`src/rtl/da_tbl_pkg.sv`:
```
package da_tbl_pkg;

   // Width of a subset sum: enough guard bits for TAPS terms.
   function automatic int sum_width(input int data_w, input int taps);
      return data_w + $clog2(taps);
   endfunction

   // Number of table entries, empty subset included.
   function automatic int entry_count(input int taps);
      return 1 << taps;
   endfunction

   // Entries that need an adder: odd addresses above one.
   function automatic int adder_count(input int taps);
      return (1 << (taps - 1)) - 1;
   endfunction

endpackage

```
`src/rtl/da_tap_line.sv`:
```
module da_tap_line #(
   parameter int DATA_W = 16,
   parameter int TAPS   = 4
) (
   input  logic                   clk,
   input  logic                   rst,
   input  logic                   shift_en,
   input  logic [DATA_W-1:0]      din,
   output logic [TAPS*DATA_W-1:0] taps_o
);

   logic [DATA_W-1:0] stage_q [TAPS];

   generate
      for (genvar j = 0; j < TAPS; j++) begin : g_stage
         if (j == 0) begin : g_head
            always_ff @(posedge clk) begin
               if (rst)           stage_q[j] <= '0;
               else if (shift_en) stage_q[j] <= din;
            end
         end else begin : g_body
            always_ff @(posedge clk) begin
               if (rst)           stage_q[j] <= '0;
               else if (shift_en) stage_q[j] <= stage_q[j-1];
            end
         end
         assign taps_o[j*DATA_W +: DATA_W] = stage_q[j];
      end
   endgenerate

   // a valid sample lands at age 0 and age 0 moves to age 1
   a_r4_tap_shift : assert property (@(posedge clk) disable iff (rst)
      shift_en |=> (taps_o[DATA_W-1:0] == $past(din)) &&
                   (taps_o[2*DATA_W-1:DATA_W] == $past(taps_o[DATA_W-1:0])));

endmodule

```
`src/rtl/da_table_bank.sv`:
```
module da_table_bank #(
   parameter int DATA_W = 16,
   parameter int TAPS   = 4,
   parameter int SUM_W  = da_tbl_pkg::sum_width(DATA_W, TAPS)
) (
   input  logic                        clk,
   input  logic                        rst,
   input  logic                        load_en,
   input  logic [DATA_W-1:0]           din,
   output logic [(1<<TAPS)*SUM_W-1:0]  tbl_o
);

   localparam int ENTRIES = da_tbl_pkg::entry_count(TAPS);
   localparam int N_ADD   = da_tbl_pkg::adder_count(TAPS);

   logic [SUM_W-1:0] ent_q [1:ENTRIES-1];
   logic [SUM_W-1:0] din_wide;

   assign din_wide = {{(SUM_W-DATA_W){din[DATA_W-1]}}, din};

   if (SUM_W < DATA_W + $clog2(TAPS)) begin : g_bad_width
      $error("da_table_bank: SUM_W too narrow for %0d terms", TAPS);
   end
   if (N_ADD != ENTRIES/2 - 1) begin : g_bad_adders
      $error("da_table_bank: adder count mismatch");
   end

   assign tbl_o[SUM_W-1:0] = '0;

   generate
      for (genvar k = 1; k < ENTRIES; k++) begin : g_ent
         logic [SUM_W-1:0] nxt;
         if (k == 1) begin : g_single
            assign nxt = din_wide;
         end else if ((k % 2) == 0) begin : g_carry
            assign nxt = ent_q[k/2];
         end else begin : g_add
            assign nxt = din_wide + ent_q[k/2];
         end

         always_ff @(posedge clk) begin
            if (rst)          ent_q[k] <= '0;
            else if (load_en) ent_q[k] <= nxt;
         end

         assign tbl_o[k*SUM_W +: SUM_W] = ent_q[k];
      end
   endgenerate

   // without a valid sample the table is frozen
   a_r5_hold_idle : assert property (@(posedge clk) disable iff (rst)
      !load_en |=> $stable(tbl_o));

   // the full-set entry grows by the new sample minus the sample that leaves
   a_r3_full_set_step : assert property (@(posedge clk) disable iff (rst)
      load_en |=> (tbl_o[(ENTRIES-1)*SUM_W +: SUM_W] ==
                   $past(din_wide) + $past(tbl_o[(ENTRIES/2-1)*SUM_W +: SUM_W])));

endmodule

```
`src/rtl/da_read_port.sv`:
```
module da_read_port #(
   parameter int TAPS  = 4,
   parameter int SUM_W = 18
) (
   input  logic [TAPS-1:0]               addr,
   input  logic [(1<<TAPS)*SUM_W-1:0]    tbl,
   output logic [SUM_W-1:0]              data
);

   localparam int ENTRIES = 1 << TAPS;

   logic [SUM_W-1:0] row [ENTRIES];

   generate
      for (genvar k = 0; k < ENTRIES; k++) begin : g_row
         assign row[k] = tbl[k*SUM_W +: SUM_W];
      end
   endgenerate

   assign data = row[addr];

   // empty subset reads zero
   always_comb begin
      if (addr == '0) a_r2_empty_subset : assert (data == '0);
   end

endmodule

```
`src/rtl/da_subset_table.sv`:
```
module da_subset_table #(
   parameter int DATA_W = 16,
   parameter int TAPS   = 4,
   parameter int NUM_RD = 2,
   parameter int SUM_W  = da_tbl_pkg::sum_width(DATA_W, TAPS)
) (
   input  logic                      clk,
   input  logic                      rst,
   input  logic                      smp_valid,
   input  logic [DATA_W-1:0]         smp_data,
   input  logic [NUM_RD*TAPS-1:0]    rd_addr,
   output logic [NUM_RD*SUM_W-1:0]   rd_data,
   output logic [TAPS*DATA_W-1:0]    tap_data
);

   localparam int ENTRIES = da_tbl_pkg::entry_count(TAPS);

   if (TAPS < 2 || TAPS > 8) begin : g_bad_taps
      $error("da_subset_table: TAPS must be 2..8, got %0d", TAPS);
   end
   if (NUM_RD < 1) begin : g_bad_ports
      $error("da_subset_table: NUM_RD must be at least 1");
   end
   if (DATA_W < 2) begin : g_bad_data
      $error("da_subset_table: DATA_W must be at least 2");
   end

   logic [ENTRIES*SUM_W-1:0] tbl_w;

   da_tap_line #(.DATA_W(DATA_W), .TAPS(TAPS)) u_line (
      .clk(clk), .rst(rst), .shift_en(smp_valid), .din(smp_data), .taps_o(tap_data)
   );

   da_table_bank #(.DATA_W(DATA_W), .TAPS(TAPS), .SUM_W(SUM_W)) u_bank (
      .clk(clk), .rst(rst), .load_en(smp_valid), .din(smp_data), .tbl_o(tbl_w)
   );

   generate
      for (genvar p = 0; p < NUM_RD; p++) begin : g_port
         da_read_port #(.TAPS(TAPS), .SUM_W(SUM_W)) u_rd (
            .addr(rd_addr[p*TAPS +: TAPS]),
            .tbl (tbl_w),
            .data(rd_data[p*SUM_W +: SUM_W])
         );
      end

      // single-sample entries agree with the separately held delay line
      for (genvar j = 0; j < TAPS; j++) begin : g_single_chk
         a_r3_single_tap : assert property (@(posedge clk) disable iff (rst)
            tbl_w[(1<<j)*SUM_W +: SUM_W] ==
            {{(SUM_W-DATA_W){tap_data[j*DATA_W+DATA_W-1]}}, tap_data[j*DATA_W +: DATA_W]});
      end
   endgenerate

   // reset clears the line and the full-set entry even with a valid sample
   a_r1_reset_clear : assert property (@(posedge clk)
      rst |=> (tap_data == '0) && (tbl_w[(ENTRIES-1)*SUM_W +: SUM_W] == '0));

endmodule

```
`config.mk`:
```
export PLATFORM = sky130hd
export DESIGN_NAME = da_subset_table
export DESIGN_NICKNAME = d
export VERILOG_FILES = /design/src/rtl/da_tbl_pkg.sv /design/src/rtl/da_tap_line.sv /design/src/rtl/da_table_bank.sv /design/src/rtl/da_read_port.sv /design/src/rtl/da_subset_table.sv
export SDC_FILE = /design/constraint.sdc
export NUM_CORES = 1
export LEC_CHECK = 0
export CAP_MARGIN = 20
export CORE_AREA = 3 3 240 242
export DETAILED_ROUTE_END_ITERATION = 7
export DIE_AREA = 0 0 243 245
export GPL_ROUTABILITY_DRIVEN = 0
export HOLD_SLACK_MARGIN = 0.08
export PLACE_DENSITY = 0.52
export SYNTH_ARGS = -nofsm -noshare
export SYNTH_HDL_FRONTEND = slang
export SYNTH_SLANG_ARGS = --single-unit
```
`constraint.sdc`:
```
create_clock -name clk -period 4.35 [get_ports clk]
set_clock_uncertainty 0.1 [all_clocks]
set_input_delay 0.87 -clock clk [delete_from_list [all_inputs] [get_ports clk]]
set_output_delay 0.87 -clock clk [all_outputs]
set_load 0.05 [all_outputs]
```
==> impl_results.rst, run 1 <==
.. list-table::
   :header-rows: 1

   * - Metric
     - Value
   * - Hold violation total from the final report
     - 0
   * - Post-route total power
     - 0.00873 W
   * - Total length of routed wires
     - 62.2 mm
   * - Root Buffer Master
     - sky130_fd_sc_hd__clkbuf_16
   * - Cell area after technology mapping
     - 19400 sq um
   * - Primary FF master, synth
     - sky130_fd_sc_hd__edfxtp_1
   * - Die Outline Area
     - 59500 sq um
   * - Ratio of cells with drive above 1 in the final layout
     - 0.186
   * - Data arrival time of the worst path
     - 3.08 ns
   * - Global-route wire length before repair
     - 92.3 mm
   * - Via count of the first global-routing pass
     - 14400
   * - Worst hold path type
     - flop to flop
   * - CP cell instances
     - buf_4 -> nor2b_2 -> buf_4 -> a22oi_1 -> nor2_1 -> a211oi_1 -> a21oi_1 -> buf_12
   * - Largest registers
     - u_bank.ent_q (262)
   * - Count of standard-cell rows
     - 86
   * - H-tree levels
     - 2
   * - Area added between synthesis and finish
     - 18.3%
   * - Setup repair after global routing missed its margin
     - no
   * - Fraction of the cycle the final worst path needs
     - 0.932
   * - Number of buffers inserted during clock tree synthesis
     - 35
   * - Cell depth of the worst flop-to-flop path
     - 11
   * - Commonest non-fill, non-tap cells in the layout
     - sky130_fd_sc_hd__edfxtp_1 (262), sky130_fd_sc_hd__nor2_1 (154), sky130_fd_sc_hd__and2_1 (143)
   * - Worst hold path depth
     - 1
   * - Maximum number of pins on one net before global-route repair
     - 57
   * - Number of flip-flops under the largest register name
     - 262
   * - Cts hold-fix bufs
     - 0
   * - Number of detailed-routing iterations run before antenna repair
     - 5
   * - TritonCTS clock tree
     - built
   * - Power per cell area
     - 381 nW/um^2
   * - Commonest non-fill, non-tap cell in the layout
     - sky130_fd_sc_hd__edfxtp_1
   * - Area of the multi-input gates
     - 10500 sq um
   * - Floorplan core area
     - 55300 sq um
   * - Setup violations, final
     - 0
   * - Maximum VDD drop
     - 0.233 mV
   * - DRT antenna net count
     - 0
   * - Critical-path maximum fanout
     - 36
   * - Kind of start point of the critical path
     - input pin
   * - Clock latency of the later-clocked register in the worst-skew pair
     - 0.55 ns
   * - TritonCTS Sinks
     - 262
   * - Critical path data required time
     - 3.38 ns
   * - Clock transition time at the flip-flop clock pins of the worst setup and hold paths
     - 0.06 ns
   * - Post-synth EDFFs
     - 262
   * - Cell taking the most area after synthesis
     - sky130_fd_sc_hd__edfxtp_1
   * - Die Y
     - 245 um
   * - Fin crit period
     - 4.05 ns
   * - Net count after synthesis
     - 1820
   * - Number of buffers between clock root and the deepest sink
     - 3
   * - Number of maximum-capacitance violations
     - 0
   * - Synthesis Warnings
     - 0
   * - Synth async-reset ratio
     - 0
   * - Sequential share of the synthesized area
     - 0.406
   * - Total setup buffers inserted after CTS
     - 0
   * - Slowest stage cell on the critical path
     - sky130_fd_sc_hd__a211oi_1
   * - Utilization of the core after routing
     - 0.414
   * - Synth Register Bits
     - 262
   * - Number of diodes added for antenna fixing
     - 0
   * - Final net count
     - 1901
   * - Chip width
     - 243 um
   * - Outcome
     - completed
   * - FILL cells
     - 5177
   * - Residual overflow from global routing
     - 0
   * - Mapped Avg Cell Area
     - 11.6 sq um
   * - Global-route usage over all layers
     - 0.207
   * - Boundary Pins
     - 127
   * - Highest clock rate
     - 247 MHz
   * - Number of pins with negative max-slew slack in the final report
     - 0
   * - Count of instances resized after the clock tree is built
     - 0
   * - Critical path class
     - input pin to primary output
   * - Gate Count Post-Synth
     - 1670
   * - Number of different library cells in the post-synthesis netlist
     - 77
   * - Leakage power summed over all cells
     - 8.85 nW
   * - DR vias
     - 14400
   * - Number of antenna violations at the first check in global routing
     - 1
   * - Max stage delay on crit path
     - 0.57 ns
   * - Most numerous cell on the critical path
     - sky130_fd_sc_hd__buf_4
   * - Initial detailed-routing violation count
     - 1358
   * - Top cells by area, synth
     - sky130_fd_sc_hd__edfxtp_1 (41%), sky130_fd_sc_hd__mux4_2 (14%), sky130_fd_sc_hd__ha_1 (7.5%)
   * - Slew at the pin with the worst max-slew slack
     - 0.752 ns
   * - HPWL after detailed placement
     - 46.7 mm
   * - Post-route setup TNS
     - 0 ns
   * - Normalized max-slew margin
     - 0.499
   * - Sequential cell area
     - 7870 sq um
   * - Via-to-Cell Ratio
     - 5.70
   * - Top reg by flops
     - u_bank.ent_q
   * - Routed len/inst
     - 24.7 um
   * - Count of input and output buffers
     - 126
   * - Hold slack final
     - 0.528 ns
   * - Starting Density
     - 0.350
   * - Final routed DRC violation total
     - 0
   * - Post-synth top area share
     - 0.406
   * - Kind of end point of the critical path
     - primary output
## synth_stat cells, types with 4 or more instances
cell type,instances
sky130_fd_sc_hd__nand2_1,85
sky130_fd_sc_hd__o41ai_1,4
sky130_fd_sc_hd__fa_1,7
sky130_fd_sc_hd__inv_1,42
sky130_fd_sc_hd__ha_1,116
sky130_fd_sc_hd__nor3_1,24
sky130_fd_sc_hd__mux2_2,20
sky130_fd_sc_hd__o21ai_0,74
sky130_fd_sc_hd__a21oi_2,4
sky130_fd_sc_hd__a21o_1,22
sky130_fd_sc_hd__mux2i_1,33
sky130_fd_sc_hd__a211o_1,4
sky130_fd_sc_hd__a31oi_1,10
sky130_fd_sc_hd__o21ai_1,4
sky130_fd_sc_hd__clkbuf_1,51
sky130_fd_sc_hd__buf_1,13
sky130_fd_sc_hd__o211ai_1,9
sky130_fd_sc_hd__and2_1,143
sky130_fd_sc_hd__buf_2,13
sky130_fd_sc_hd__xnor2_1,43
sky130_fd_sc_hd__and3_1,7
sky130_fd_sc_hd__nor2_1,154
sky130_fd_sc_hd__o21bai_1,13
sky130_fd_sc_hd__nand4_1,6
sky130_fd_sc_hd__buf_4,66
sky130_fd_sc_hd__mux4_2,123
sky130_fd_sc_hd__a22oi_1,15
sky130_fd_sc_hd__a211oi_1,26
sky130_fd_sc_hd__nor4b_1,4
sky130_fd_sc_hd__a221oi_1,7
sky130_fd_sc_hd__nor2b_1,26
sky130_fd_sc_hd__a21oi_1,85
sky130_fd_sc_hd__edfxtp_1,262
sky130_fd_sc_hd__o31ai_1,8
sky130_fd_sc_hd__nand3_1,19
sky130_fd_sc_hd__xor2_1,31
sky130_fd_sc_hd__o21a_1,12
sky130_fd_sc_hd__nor4_1,7
sky130_fd_sc_hd__nor3b_1,6
sky130_fd_sc_hd__nand2b_1,16
## where the power goes
group	switching [W]	total (W)	internal, W	leakage (nW)
registers	0.000267	0.00331	0.00304	2.89
logic	0.00137	0.00242	0.00104	5.38
clock network	0.00117	0.00301	0.00184	0.574
total	0.00281	0.00873	0.00592	8.85
## worst max-delay path: cells and delay by family
family | cells | cell delay (ns)
buffers and inverters | 3 | 1.02
and+or+nand+nor | 2 | 0.15
AOI/OAI and AO/OA | 3 | 0.98
## path summary, 6_finish.rpt
path | startpoint | to | slack [ns]
max | rd_addr[4] | rd_data[26] | 0.30
min | u_bank.ent_q[6][9]$_SDFFCE_PN0P_ | u_bank.ent_q[12][9]$_SDFFCE_PN0P_ | 0.53
max reg2reg | u_bank.ent_q[4][0]$_SDFFCE_PN0P_ | u_bank.ent_q[9][14]$_SDFFCE_PN0P_ | 1.26
min reg2reg | u_bank.ent_q[6][9]$_SDFFCE_PN0P_ | u_bank.ent_q[12][9]$_SDFFCE_PN0P_ | 0.53
## cell families after synthesis
group	Yosys count	share of synthesized area
flops	262	0.406
simple gates	510	0.134
compound gates	338	0.122
mux	176	0.172
fa+ha+maj	123	0.0822
xor+xnor	74	0.0335
buf+inv	187	0.0508
## through the flow
step / area, sq um / setup WS (ns) / cells
2_1_floorplan: 19400 / 0.331 / 1670
3_3_place_gp: 21700 / 0.194 / 2461
3_5_place_dp: 21700 / 0.167 / 2462
4_1_cts: 22900 / 0.379 / 2524
5_1_grt: 22900 / 0.247 / 2524
6_report: 22900 / 0.297 / 2524
## routing by layer
metal	routed length (um)	global-route usage
met2	27300	0.314
met4	1300	0.0525
met5	0	0
met1	27700	0.296
met3	5950	0.0525
## area by class of cell
type,instances,area share
Multi-Input combinational cell,1221,0.460
Sequential cell,262,0.343
Timing Repair Buffer,189,0.0981
Clock buffer,39,0.0407
Tap cell,748,0.0408
Inverter,42,0.00688
Clock inverter,23,0.0104
Power figures use the tool's default switching activity.
==> inputs of run 2 (changes only) <==
CORE_AREA = 3 3 197 295   (was 3 3 240 242)
DIE_AREA = 0 0 200 298   (was 0 0 243 245)
==> impl_results.rst, run 2 (same netlist as run 1, synthesis figures left out) <==
.. list-table::
   :header-rows: 1

   * - Metric
     - Value
   * - Crit. Startpoint
     - rd_addr[4]
   * - FILL cells
     - 5275
   * - Slew at the pin with the worst max-slew slack
     - 0.770 ns
   * - Boundary Pins
     - 127
   * - Number of buffers between clock root and the deepest sink
     - 3
   * - Post-Layout Cell Count
     - 2525
   * - Total setup buffers inserted after CTS
     - 0
   * - Setup WS post-layout
     - 0.330 ns
   * - Final routed DRC violation total
     - 0
   * - Clock transition time at the flip-flop clock pins of the worst setup and hold paths
     - 0.06 ns
   * - Residual overflow from global routing
     - 0
   * - Number of buffers inserted during clock tree synthesis
     - 29
   * - Die Y
     - 298 um
   * - Count of standard-cell rows
     - 106
   * - Die Outline Area
     - 59600 sq um
   * - Crit Reg-Reg Endpoint
     - u_bank.ent_q[9][14]$_SDFFCE_PN0P_
   * - Critical path class
     - input pin to primary output
   * - Kind of end point of the critical path
     - primary output
   * - H-tree levels
     - 1
   * - Minimum setup slack among reg-to-reg paths
     - 1.05 ns
   * - Via-to-Cell Ratio
     - 5.63
   * - Area added between synthesis and finish
     - 16.7%
   * - Highest clock rate
     - 249 MHz
   * - Critical-path maximum fanout
     - 37
   * - Chip width
     - 200 um
   * - Largest registers
     - u_bank.ent_q (262)
   * - Number of antenna violations at the first check in global routing
     - 0
   * - Hold violation total from the final report
     - 0
   * - Worst hold path depth
     - 1
   * - Setup repair after global routing missed its margin
     - no
   * - Setup violations, final
     - 0
   * - Number of pins with negative max-slew slack in the final report
     - 0
   * - HPWL after detailed placement
     - 50.7 mm
   * - Final net count
     - 1897
   * - Maximum number of pins on one net before global-route repair
     - 53
   * - Commonest non-fill, non-tap cells in the layout
     - sky130_fd_sc_hd__edfxtp_1 (262), sky130_fd_sc_hd__nor2_1 (154), sky130_fd_sc_hd__and2_1 (143)
   * - Switching power summed over all nets
     - 0.00277 W
   * - Initial detailed-routing violation count
     - 1104
   * - DRT antenna net count
     - 0
   * - Post-route setup TNS
     - 0 ns
   * - Normalized max-slew margin
     - 0.486
   * - Hold wc startpoint
     - u_bank.ent_q[7][0]$_SDFFCE_PN0P_
   * - Utilization of the core after routing
     - 0.405
   * - Commonest non-fill, non-tap cell in the layout
     - sky130_fd_sc_hd__edfxtp_1
   * - Internal power
     - 0.00547 W
   * - Share of total power in combinational logic
     - 0.293
   * - Routed len/inst
     - 26.5 um
   * - Area of the multi-input gates
     - 10500 sq um
   * - Fraction of the cycle the final worst path needs
     - 0.924
   * - Worst hold path type
     - flop to flop
   * - Sequential cell area
     - 7870 sq um
   * - DR vias
     - 14200
   * - Critical path data required time
     - 3.38 ns
   * - Setup WS pre-CTS
     - 0.182 ns
   * - Cts hold-fix bufs
     - 0
   * - Top reg by flops
     - u_bank.ent_q
   * - Total length of routed wires
     - 66.9 mm
   * - Floorplan core area
     - 55800 sq um
   * - Power per cell area
     - 364 nW/um^2
   * - Data arrival time of the worst path
     - 3.05 ns
   * - Fin crit period
     - 4.02 ns
   * - Cell depth of the worst flop-to-flop path
     - 11
   * - Placed cell count
     - 2472
   * - TritonCTS clock tree
     - built
   * - Ratio of cells with drive above 1 in the final layout
     - 0.181
   * - Root Buffer Master
     - sky130_fd_sc_hd__clkbuf_16
   * - Global-route wire length before repair
     - 97.3 mm
   * - Via count of the first global-routing pass
     - 14400
   * - Count of input and output buffers
     - 126
   * - Outcome
     - completed
   * - Clock latency of the later-clocked register in the worst-skew pair
     - 0.57 ns
   * - Source of the worst register-to-register timing path
     - u_bank.ent_q[4][0]$_SDFFCE_PN0P_
   * - Global-route usage over all layers
     - 0.223
   * - Number of maximum-capacitance violations
     - 0
   * - Capture endpoint of the worst hold path
     - u_bank.ent_q[14][0]$_SDFFCE_PN0P_
   * - Maximum VDD drop
     - 0.306 mV
   * - Kind of start point of the critical path
     - input pin
   * - Number of detailed-routing iterations run before antenna repair
     - 6
   * - Post-route total power
     - 0.00823 W
   * - Number of flip-flops under the largest register name
     - 262
   * - Count of instances resized after the clock tree is built
     - 0
   * - Starting Density
     - 0.347
   * - Switching portion of total power
     - 0.336
   * - TritonCTS Sinks
     - 262
   * - Number of diodes added for antenna fixing
     - 0
   * - Sequential power share
     - 0.403
   * - Portion of total power attributed to the clock network
     - 0.304
   * - Leakage power summed over all cells
     - 8.69 nW
-- run 2: changes by cell type in the layout (fill, tap and decap cells not counted), sizes merged --
cell,change
bufinv,-2
buf,+2
clkinvlp,+2
inv,-1
clkbuf,-4
clkinv,-4
-- run 2: worst max path at each step --
| stage | slack (ns) | cells past startpoint | to |
|---|---|---|---|
| 2_1_floorplan | 0.33 | 5 | rd_data[33] |
| 6_report | 0.33 | 6 | rd_data[29] |
| 5_1_grt | 0.17 | 6 | rd_data[29] |
| 3_5_place_dp | 0.18 | 11 | u_bank.ent_q[7][16]$_SDFFCE_PN0P_ |
| 3_3_place_gp | 0.18 | 11 | u_bank.ent_q[7][16]$_SDFFCE_PN0P_ |
| 4_1_cts | 0.30 | 6 | rd_data[29] |
-- run 2: cell type report --
type,instances,area share
multi-input combinational,1221,0.466
sequential,262,0.348
timing repair buffer,191,0.0968
tap,756,0.0418
clock buffer,35,0.0331
clock inverter,18,0.00731
inverter,42,0.00697
-- run 2: power by group through the flow --
stage	Combinational [W]	Clock, W	Sequential [W]
after floorplan	0.00169	0	0.00319
after global placement	0.00237	0	0.00338
after detailed placement	0.00239	0	0.00338
after CTS	0.00241	0.00255	0.00333
after global routing	0.00258	0.00264	0.00334
final	0.00241	0.00250	0.00332
-- run 2: critical path, cell delays in order --
cell and delay, ns:
sky130_fd_sc_hd__buf_4 0.54, sky130_fd_sc_hd__buf_4 0.30, sky130_fd_sc_hd__mux4_2 0.51, sky130_fd_sc_hd__a211oi_1 0.36, sky130_fd_sc_hd__a21oi_1 0.21, sky130_fd_sc_hd__buf_12 0.24
-- run 2: layer usage --
| metal | vias up | global-route usage | share of wire |
|---|---|---|---|
| met5 | - | 0 | 0 |
| met4 | 0 | 0.137 | 0.076 |
| met3 | 160 | 0.0205 | 0.043 |
| met2 | 527 | 0.408 | 0.53 |
| met1 | 7074 | 0.245 | 0.35 |
| li1 | 6459 | - | - |
-- run 2: through the flow --
stage | hold slack (ns) | area, sq um
final | 0.541 | 22600
after global routing | 0.567 | 22600
after CTS | 0.543 | 22600
after detailed placement | 0.528 | 21700
after global placement | 0.537 | 21700
after floorplan | 0.466 | 19400
==> inputs of run 3 (changes only) <==
GPL_TIMING_DRIVEN = 1   (was default)
==> results of run 3 <==
The final DEF is identical to that of run 2; final timing and power are the same.
